`src/rtl/pca_pkg.sv`:
```
package pca_pkg;
  typedef enum logic [1:0] {
    SRC_DIV12 = 2'b00,
    SRC_DIV4  = 2'b01,
    SRC_T0    = 2'b10,
    SRC_EXT   = 2'b11
  } src_e;

  localparam int MODE_IDLE_GATE = 7;
  localparam int MODE_WDT       = 6;
  localparam int MODE_SRC_HI    = 2;
  localparam int MODE_SRC_LO    = 1;
  localparam int MODE_OVF_IE    = 0;

  localparam int CTRL_OVF = 7;
  localparam int CTRL_RUN = 6;
endpackage

```
`src/rtl/pca_src_sel.sv`:
```
module pca_src_sel
  import pca_pkg::*;
#(
  parameter int PRE_DIV  = 12,
  parameter int FAST_DIV = 4
) (
  input  logic clk,
  input  logic rst,
  input  src_e src,
  input  logic t0_ovf,
  input  logic ext_pin,
  output logic tick
);
  localparam int PW = $clog2(PRE_DIV);
  localparam logic [PW-1:0] PRE_LAST  = PW'(PRE_DIV - 1);
  localparam logic [PW-1:0] FAST_MOD  = PW'(FAST_DIV);
  localparam logic [PW-1:0] FAST_LAST = PW'(FAST_DIV - 1);

  logic [PW-1:0] pre_q;
  logic          slow_ph, fast_ph;
  logic          ext_s1, ext_s2, ext_prev, ext_fall;

  // free-running prescaler, phase aligned to reset release
  always_ff @(posedge clk) begin
    if (rst) pre_q <= '0;
    else if (pre_q == PRE_LAST) pre_q <= '0;
    else pre_q <= pre_q + 1'b1;
  end

  assign slow_ph = (pre_q == PRE_LAST);
  assign fast_ph = ((pre_q % FAST_MOD) == FAST_LAST);

  // two-stage synchroniser, then a sample once per fast phase
  always_ff @(posedge clk) begin
    if (rst) begin
      ext_s1   <= 1'b0;
      ext_s2   <= 1'b0;
      ext_prev <= 1'b0;
    end else begin
      ext_s1 <= ext_pin;
      ext_s2 <= ext_s1;
      if (fast_ph) ext_prev <= ext_s2;
    end
  end

  assign ext_fall = fast_ph & ext_prev & ~ext_s2;

  always_comb begin
    unique case (src)
      SRC_DIV12: tick = slow_ph;
      SRC_DIV4:  tick = fast_ph;
      SRC_T0:    tick = t0_ovf;
      SRC_EXT:   tick = ext_fall;
      default:   tick = 1'b0;
    endcase
  end
endmodule

```
`src/rtl/pca_counter.sv`:
```
module pca_counter #(
  parameter int CNT_W = 16
) (
  input  logic             clk,
  input  logic             rst,
  input  logic             tick,
  input  logic             en,
  output logic [CNT_W-1:0] count_q,
  output logic             wrap
);
  logic step;
  logic armed;

  assign step = tick & en;
  assign wrap = step & (count_q == {CNT_W{1'b1}});

  always_ff @(posedge clk) begin
    if (rst) count_q <= '0;
    else if (step) count_q <= count_q + 1'b1;
  end

  always_ff @(posedge clk) armed <= ~rst;

  // the timebase only ever moves forward by one
  assert_single_step_R3: assert property (@(posedge clk) disable iff (rst || !armed)
    (count_q != $past(count_q)) |-> (count_q == $past(count_q) + 1'b1));

  // a wrap returns the count to zero
  assert_wrap_zero_R8: assert property (@(posedge clk) disable iff (rst)
    wrap |=> (count_q == '0));
endmodule

```
`src/rtl/pca_regs.sv`:
```
module pca_regs
  import pca_pkg::*;
#(
  parameter int NUM_MOD = 5
) (
  input  logic               clk,
  input  logic               rst,
  input  logic               wr_en,
  input  logic               wr_sel,
  input  logic [7:0]         wr_data,
  input  logic               wrap,
  input  logic [NUM_MOD-1:0] mod_evt,
  output logic [7:0]         mode_q,
  output logic [7:0]         ctrl_q,
  output logic               irq
);
  localparam int PAD = 6 - NUM_MOD;

  logic               idle_gate, wdt, ovf_ie, run, ovf;
  src_e               src;
  logic [NUM_MOD-1:0] flg;
  logic               mode_wr, ctrl_wr;
  logic               ovf_nx, ie_nx;
  logic [NUM_MOD-1:0] flg_nx;
  logic               unused_rsvd;
  logic               armed;

  assign mode_wr = wr_en & ~wr_sel;
  assign ctrl_wr = wr_en &  wr_sel;
  assign unused_rsvd = ^wr_data[5:3];

  // hardware set dominates a software write in the same edge
  assign ovf_nx = wrap | (ctrl_wr ? wr_data[CTRL_OVF] : ovf);
  assign ie_nx  = mode_wr ? wr_data[MODE_OVF_IE] : ovf_ie;

  for (genvar i = 0; i < NUM_MOD; i++) begin : g_flag
    assign flg_nx[i] = mod_evt[i] | (ctrl_wr ? (flg[i] & wr_data[i]) : flg[i]);
  end

  always_ff @(posedge clk) begin
    if (rst) begin
      idle_gate <= 1'b0;
      wdt       <= 1'b0;
      src       <= SRC_DIV12;
      ovf_ie    <= 1'b0;
      run       <= 1'b0;
      ovf       <= 1'b0;
      flg       <= '0;
      irq       <= 1'b0;
    end else begin
      if (mode_wr) begin
        idle_gate <= wr_data[MODE_IDLE_GATE];
        wdt       <= wr_data[MODE_WDT];
        src       <= src_e'(wr_data[MODE_SRC_HI:MODE_SRC_LO]);
      end
      if (ctrl_wr) run <= wr_data[CTRL_RUN];
      ovf_ie <= ie_nx;
      ovf    <= ovf_nx;
      flg    <= flg_nx;
      irq    <= (ovf_nx & ie_nx) | (|flg_nx);
    end
  end

  assign mode_q = {idle_gate, wdt, 3'b000, src, ovf_ie};
  assign ctrl_q = {ovf, run, {PAD{1'b0}}, flg};

  always_ff @(posedge clk) armed <= ~rst;

  // overflow flag falls only under a control write of 0 to bit 7
  assert_ovf_sw_clear_R9: assert property (@(posedge clk) disable iff (rst || !armed)
    $fell(ovf) |-> $past(ctrl_wr && !wr_data[CTRL_OVF]));

  // a wrap always leaves the overflow flag set
  assert_ovf_hw_wins_R10: assert property (@(posedge clk) disable iff (rst)
    wrap |=> ovf);

  // an event always leaves its module flag set
  assert_flag_hw_wins_R10: assert property (@(posedge clk) disable iff (rst)
    (|mod_evt) |=> ((flg & $past(mod_evt)) == $past(mod_evt)));

  // masked overflow with no module flag requests nothing
  assert_irq_masked_R11: assert property (@(posedge clk) disable iff (rst)
    (!ovf_ie && flg == '0) |-> !irq);
endmodule

```
`src/rtl/pca_timebase.sv`:
```
module pca_timebase
  import pca_pkg::*;
#(
  parameter int CNT_W    = 16,
  parameter int NUM_MOD  = 5,
  parameter int PRE_DIV  = 12,
  parameter int FAST_DIV = 4
) (
  input  logic               clk,
  input  logic               rst,
  input  logic               wr_en,
  input  logic               wr_sel,
  input  logic [7:0]         wr_data,
  input  logic               t0_ovf,
  input  logic               ext_pin,
  input  logic               idle,
  input  logic [NUM_MOD-1:0] mod_evt,
  output logic [7:0]         mode_q,
  output logic [7:0]         ctrl_q,
  output logic [CNT_W-1:0]   count_q,
  output logic               wdt_en,
  output logic               irq
);
  logic tick, wrap, count_en, run, gate;
  logic armed;

  assign run      = ctrl_q[CTRL_RUN];
  assign gate     = idle & mode_q[MODE_IDLE_GATE];
  assign count_en = run & ~gate;
  assign wdt_en   = mode_q[MODE_WDT];

  pca_src_sel #(.PRE_DIV(PRE_DIV), .FAST_DIV(FAST_DIV)) u_src (
    .clk    (clk),
    .rst    (rst),
    .src    (src_e'(mode_q[MODE_SRC_HI:MODE_SRC_LO])),
    .t0_ovf (t0_ovf),
    .ext_pin(ext_pin),
    .tick   (tick)
  );

  pca_counter #(.CNT_W(CNT_W)) u_cnt (
    .clk    (clk),
    .rst    (rst),
    .tick   (tick),
    .en     (count_en),
    .count_q(count_q),
    .wrap   (wrap)
  );

  pca_regs #(.NUM_MOD(NUM_MOD)) u_regs (
    .clk    (clk),
    .rst    (rst),
    .wr_en  (wr_en),
    .wr_sel (wr_sel),
    .wr_data(wr_data),
    .wrap   (wrap),
    .mod_evt(mod_evt),
    .mode_q (mode_q),
    .ctrl_q (ctrl_q),
    .irq    (irq)
  );

  always_ff @(posedge clk) armed <= ~rst;

  // with the run bit clear the timebase holds
  assert_run_hold_R6: assert property (@(posedge clk) disable iff (rst || !armed)
    !$past(run) |-> $stable(count_q));

  // gated idle holds the timebase
  assert_idle_hold_R7: assert property (@(posedge clk) disable iff (rst || !armed)
    $past(gate) |-> $stable(count_q));
endmodule

```
`config.mk`:
```
export PLATFORM = sky130hd
export DESIGN_NAME = pca_timebase
export DESIGN_NICKNAME = d
export VERILOG_FILES = /design/src/rtl/pca_pkg.sv /design/src/rtl/pca_src_sel.sv /design/src/rtl/pca_counter.sv /design/src/rtl/pca_regs.sv /design/src/rtl/pca_timebase.sv
export SDC_FILE = /design/constraint.sdc
export NUM_CORES = 1
export LEC_CHECK = 0
export BUFFER_PORTS_ARGS = -buffer_cell sky130_fd_sc_hd__buf_2
export CORE_ASPECT_RATIO = 0.5
export CORE_MARGIN = 2
export CORE_UTILIZATION = 35
export CTS_CLUSTER_DIAMETER = 50
export DETAILED_ROUTE_END_ITERATION = 10
export HOLD_SLACK_MARGIN = 0.02
export PLACE_DENSITY_LB_ADDON = 0.3
export RECOVER_POWER = 100
export SLEW_MARGIN = 20
export SYNTH_ARGS = -nofsm -noshare
export SYNTH_HDL_FRONTEND = slang
export SYNTH_SLANG_ARGS = --single-unit
```
`constraint.sdc`:
```
create_clock -name clk -period 2.5 [get_ports clk]
set_input_delay 0.25 -clock clk [delete_from_list [all_inputs] [get_ports clk]]
set_output_delay 0.25 -clock clk [all_outputs]
set_load 0.05 [all_outputs]
```
==> results.md <==
- The worst pin sits at a relative slew slack of -4.781%.
- Data on the critical path arrives at its endpoint at 2.11 ns.
- The floorplan has 17 rows.
- The tightest min-delay check is of the in -> reg type.
- The final number of max-transition violations was 38.
- The reg-to-reg setup timing slack is 0.51 ns.
- In this run the critical register-to-register path is captured at u_regs.irq.
- The number of global-route vias before repair is 1,244.
- The fraction of registers with async set/reset is 0%.
- The least setup slack across all paths after layout is 0.5109 ns.
- At the end of the flow the core is filled with cells to 43.18%.
- The average cell area after synthesis is 9.342 sq um.
- The clock tree root buffer cell is clkbuf_8.
- The most used flip-flop cell after synthesis is dfxtp_1.
- The count of final hold-check violations is 0.
- The initial antenna violation count came to 0.
- For this run, design rule violations remaining after detail routing come to 0.
- Setup violations remaining at the end of the flow were counted as 0.
- The signal on the critical path passes through ha_1, and3b_1, mux2_4, o211a_1, a31oi_1, o31ai_1.
- The antenna diode instance count is 0.
- Setup repair after global routing left no endpoint under its margin.
- The die span in x is 101.5 um.
- Using the TritonRoute via totals, the vias-per-cell ratio works out to 4.703.
- For this run, the top clock speed supported by timing is 502.8 MHz.
- The number of buffers added by the clock tree synthesis step is 5.
- The number of cells on the worst reg-to-reg path is 6.
- The number of nets at the end of the flow is 241.
- The number of nets with antenna violations after routing is 0.
- The worst ir drop on vdd is 0.1942 mV.
- At the pin with the least slew margin, the transition time is 1.572 ns.
- The post-route minimum period is 1.989 ns.
- Power spread over the standard cell area amounts to 644.9 nW/um^2.
- The number of top-level design ports is 54.
- In this run the post-CTS setup repair buffer count came out at 0.
- The core region is 4488 sq um.
- The clock transition at the registers of the reported paths is 0.08 ns.
- Before CTS, the worst setup slack after placement is 0.6147 ns.
- The final worst-path cycle share is 79.56%.
- Dividing the detail-routed wire length by the instance count gives 12.10 um.
- The worst hold slack across all endpoints is 0.1608 ns.
- The initial cell density of the core is 37.05%.
- Relative to the synthesized area, the layout overhead comes to 16.55%.
- The number of instances resized during post-cts repair is 0.
- The number of sinks handled by clock tree synthesis is 36.
- The floorplan step defined a die boundary enclosing 5352 sq um.
- Across the routed clock network, the largest skew measured is 0.01115 ns.
- The number of synthesized register bits is 36.
- The total track usage is 13.87%.
- The reported max-cap violation count is 1.
- At the end of routability-driven placement, the weighted congestion stood at 0.7344.
- Synthesis handed over a netlist of 178 instances.
- The insertion delay of the later-clocked pin in the worst-skew pair is 0.29 ns.
- The checks that failed: capacitance limit, slew limit.
- For this design, the slowest cell found on the critical path is mux2_4.
- The Yosys warning count is 0.
- The type of the setup path with the least slack is reg -> reg.
- The hold path startpoint is ext_pin.
- The initial detailed-routing violation count is 29.
- The accumulated negative setup slack is 0 ns.
- The top fanout value on the critical path is 13.
- STA classifies the critical path startpoint as a flop.
- The routed layout has 1,345 vias.
- The die height is 52.74 um.
- In this run, distinct cell masters in the synthesized netlist total 41.
- The sequential cell area fraction in the yosys report is 43.34%.
- The data required time at the worst endpoint is 2.62 ns.
- The HPWL after detailed placement is 2458 um.
- In this design, the stage delay of the slowest critical-path cell is 0.35 ns.
- Summed over all layers, the global routing overflow is 0.
- The element type at the critical path end is a flop.
- The number of levels in the clock H-tree is 2.
- The total of hold buffers inserted after clock tree synthesis is 0.
- After detailed routing, the total wire length is 3461 um.
- The origin of the critical flop-to-flop path is u_src.pre_q[0].
- The count of buffers from port buffering is 48.
- The largest net degree at the start of global routing is 38.
- Yosys mapped a number of flops with a built-in enable equal to 0.
- In the final layout, the share of cells above drive strength 1 is 13.64%.
- The cell depth of the worst hold path is 2.
- The path with the worst hold slack has its endpoint at u_src.ext_s1.
- Counting along the longest clock path gives a buffer depth of 2.
- TritonCTS built the clock tree.
- The flow ran to the end, but the final reports show violations.
- The analysis attributes to cell leakage a power of 0.7629 nW.
- The global-route wire length before repair is 5561 um.
- The first-pass detailed-route iteration total is 4.
- The summed instance area of the synthesized netlist is 1663 sq um.
==> cells by family (layout without fill, tap and decap cells) <==
kind of cell,after synthesis,in the layout,share of synthesized area (%)
XOR/XNOR,12,12,6.320
other,1,4,0.2255
adder cells (fa/ha/maj),2,2,1.505
multiplexers,10,10,6.396
flip-flops,36,36,43.34
buffers and inverters,22,61,7.825
AND/OR/NAND/NOR,60,60,17.68
AO/OA/AOI/OAI,35,35,16.70
==> cell usage after synthesis (2+ instances only) <==
master	n	area (sq um)
a21oi_1	8	40.04
nor3_1	2	10.01
xor2_1	10	87.58
o211ai_2	2	25.02
buf_2	2	10.01
o2111ai_1	7	61.31
o21a_1	3	22.52
xnor2_1	2	17.52
o21ai_0	6	30.03
clkbuf_1	3	11.26
nor3b_1	2	15.01
and4_1	3	26.28
ha_1	2	25.02
nand2_1	7	26.28
nor2b_1	4	25.02
nor2_1	29	108.9
or3_1	4	25.02
dfxtp_1	36	720.7
buf_4	10	75.07
buf_1	2	7.510
mux2i_1	8	80.08
and3_1	4	25.02
inv_1	4	15.01
==> layout make-up <==
cell class	instances	area (sq um)
Timing Repair Buffer	49	209.0
Clock buffer	6	72.57
Fill cell	476	2550
Inverter	4	15.01
Tap cell	66	82.58
Clock inverter	2	35.03
Multi-Input combinational cell	123	803.3
Sequential cell	36	720.7
==> placed cells by master (no fill, tap or decap) <==
cell type	Yosys	routed
a21boi_4	1	1
and3_1	4	4
bufinv_16	0	1
nor3b_1	2	2
and2_1	1	1
o31ai_1	1	1
nor3_1	2	2
nor2_1	29	29
dfxtp_1	36	36
mux2i_1	8	8
xor2_1	10	10
o2111ai_2	1	1
o21ai_0	6	7
ha_1	2	2
inv_1	4	4
nand2b_1	1	1
and3b_1	1	1
nand2_1	7	7
buf_2	2	17
nor2b_1	4	4
xnor2_1	2	2
mux2_2	1	1
a41o_1	1	1
conb_1	1	4
and4_1	3	3
or3_1	4	4
nand4_1	1	1
o211ai_1	1	3
clkbuf_8	0	5
clkinv_2	0	1
a21oi_2	1	1
nand3_1	1	1
clkbuf_1	3	32
o21a_1	3	3
mux2_4	1	1
o211a_1	1	1
o2111ai_1	7	7
a21oi_1	8	8
a31oi_1	0	1
buf_4	10	1
==> through the flow <==
step	power [mW]	cells	area, sq um
floorplan	0.7335	181	1674
global placement	0.7589	278	1889
detailed placement	0.7621	278	1889
CTS	1.274	286	1997
global route	1.301	286	1938
finish	1.250	286	1938
==> per-layer routing <==
layer  vias to the layer above  wire length [um]  GRT usage [%]
met5                         -                 0              0
met4                         0                27          4.730
met3                         2               164          6.000
met2                        34              1616          23.62
met1                       621              1653          15.79
li1                        688                 -              -
==> how the worst max path moves through the flow <==
| stage | startpoint | endpoint | slack [ns] |
|---|---|---|---|
| 3_3_place_gp | u_src.pre_q[0] | u_regs.irq | 0.63 |
| 6_report | u_src.pre_q[0] | u_regs.irq | 0.51 |
| 2_1_floorplan | u_cnt.count_q[2] | u_cnt.count_q[11] | 0.65 |
| 4_1_cts | u_src.pre_q[0] | u_regs.irq | 0.59 |
| 5_1_grt | u_src.pre_q[0] | u_regs.irq | 0.35 |
| 3_5_place_dp | u_src.pre_q[0] | u_regs.irq | 0.61 |
==> critical path: cells and delay by family, from the launching register on <==
family,cells,cell delay (ns)
muxes,1,0.35
DFF,1,0.32
and+or+nand+nor,1,0.24
adders and majority gates,1,0.28
AOI/OAI and AO/OA,3,0.64
==> flip-flops by register name (all words and copies together), names as in the netlist <==
| name | cells |
|---|---|
| u_regs.ovf_ie | 1 |
| u_src.ext_s2 | 1 |
| u_regs.run | 1 |
| u_regs.flg | 5 |
| u_src.ext_s1 | 1 |
| u_regs.wdt | 1 |
| u_regs.irq | 1 |
| u_regs.ovf | 1 |
| u_src.ext_prev | 1 |
| u_regs.src | 2 |
| u_cnt.count_q | 16 |
| u_src.pre_q | 4 |
| u_regs.idle_gate | 1 |
==> power by group <==
| group | internal [mW] | switching, mW |
|---|---|---|
| registers | 0.591 | 0.0115 |
| clock network | 0.296 | 0.211 |
| logic | 0.0381 | 0.102 |
| total | 0.926 | 0.324 |
Note: power is estimated with default switching activity, not from simulation.
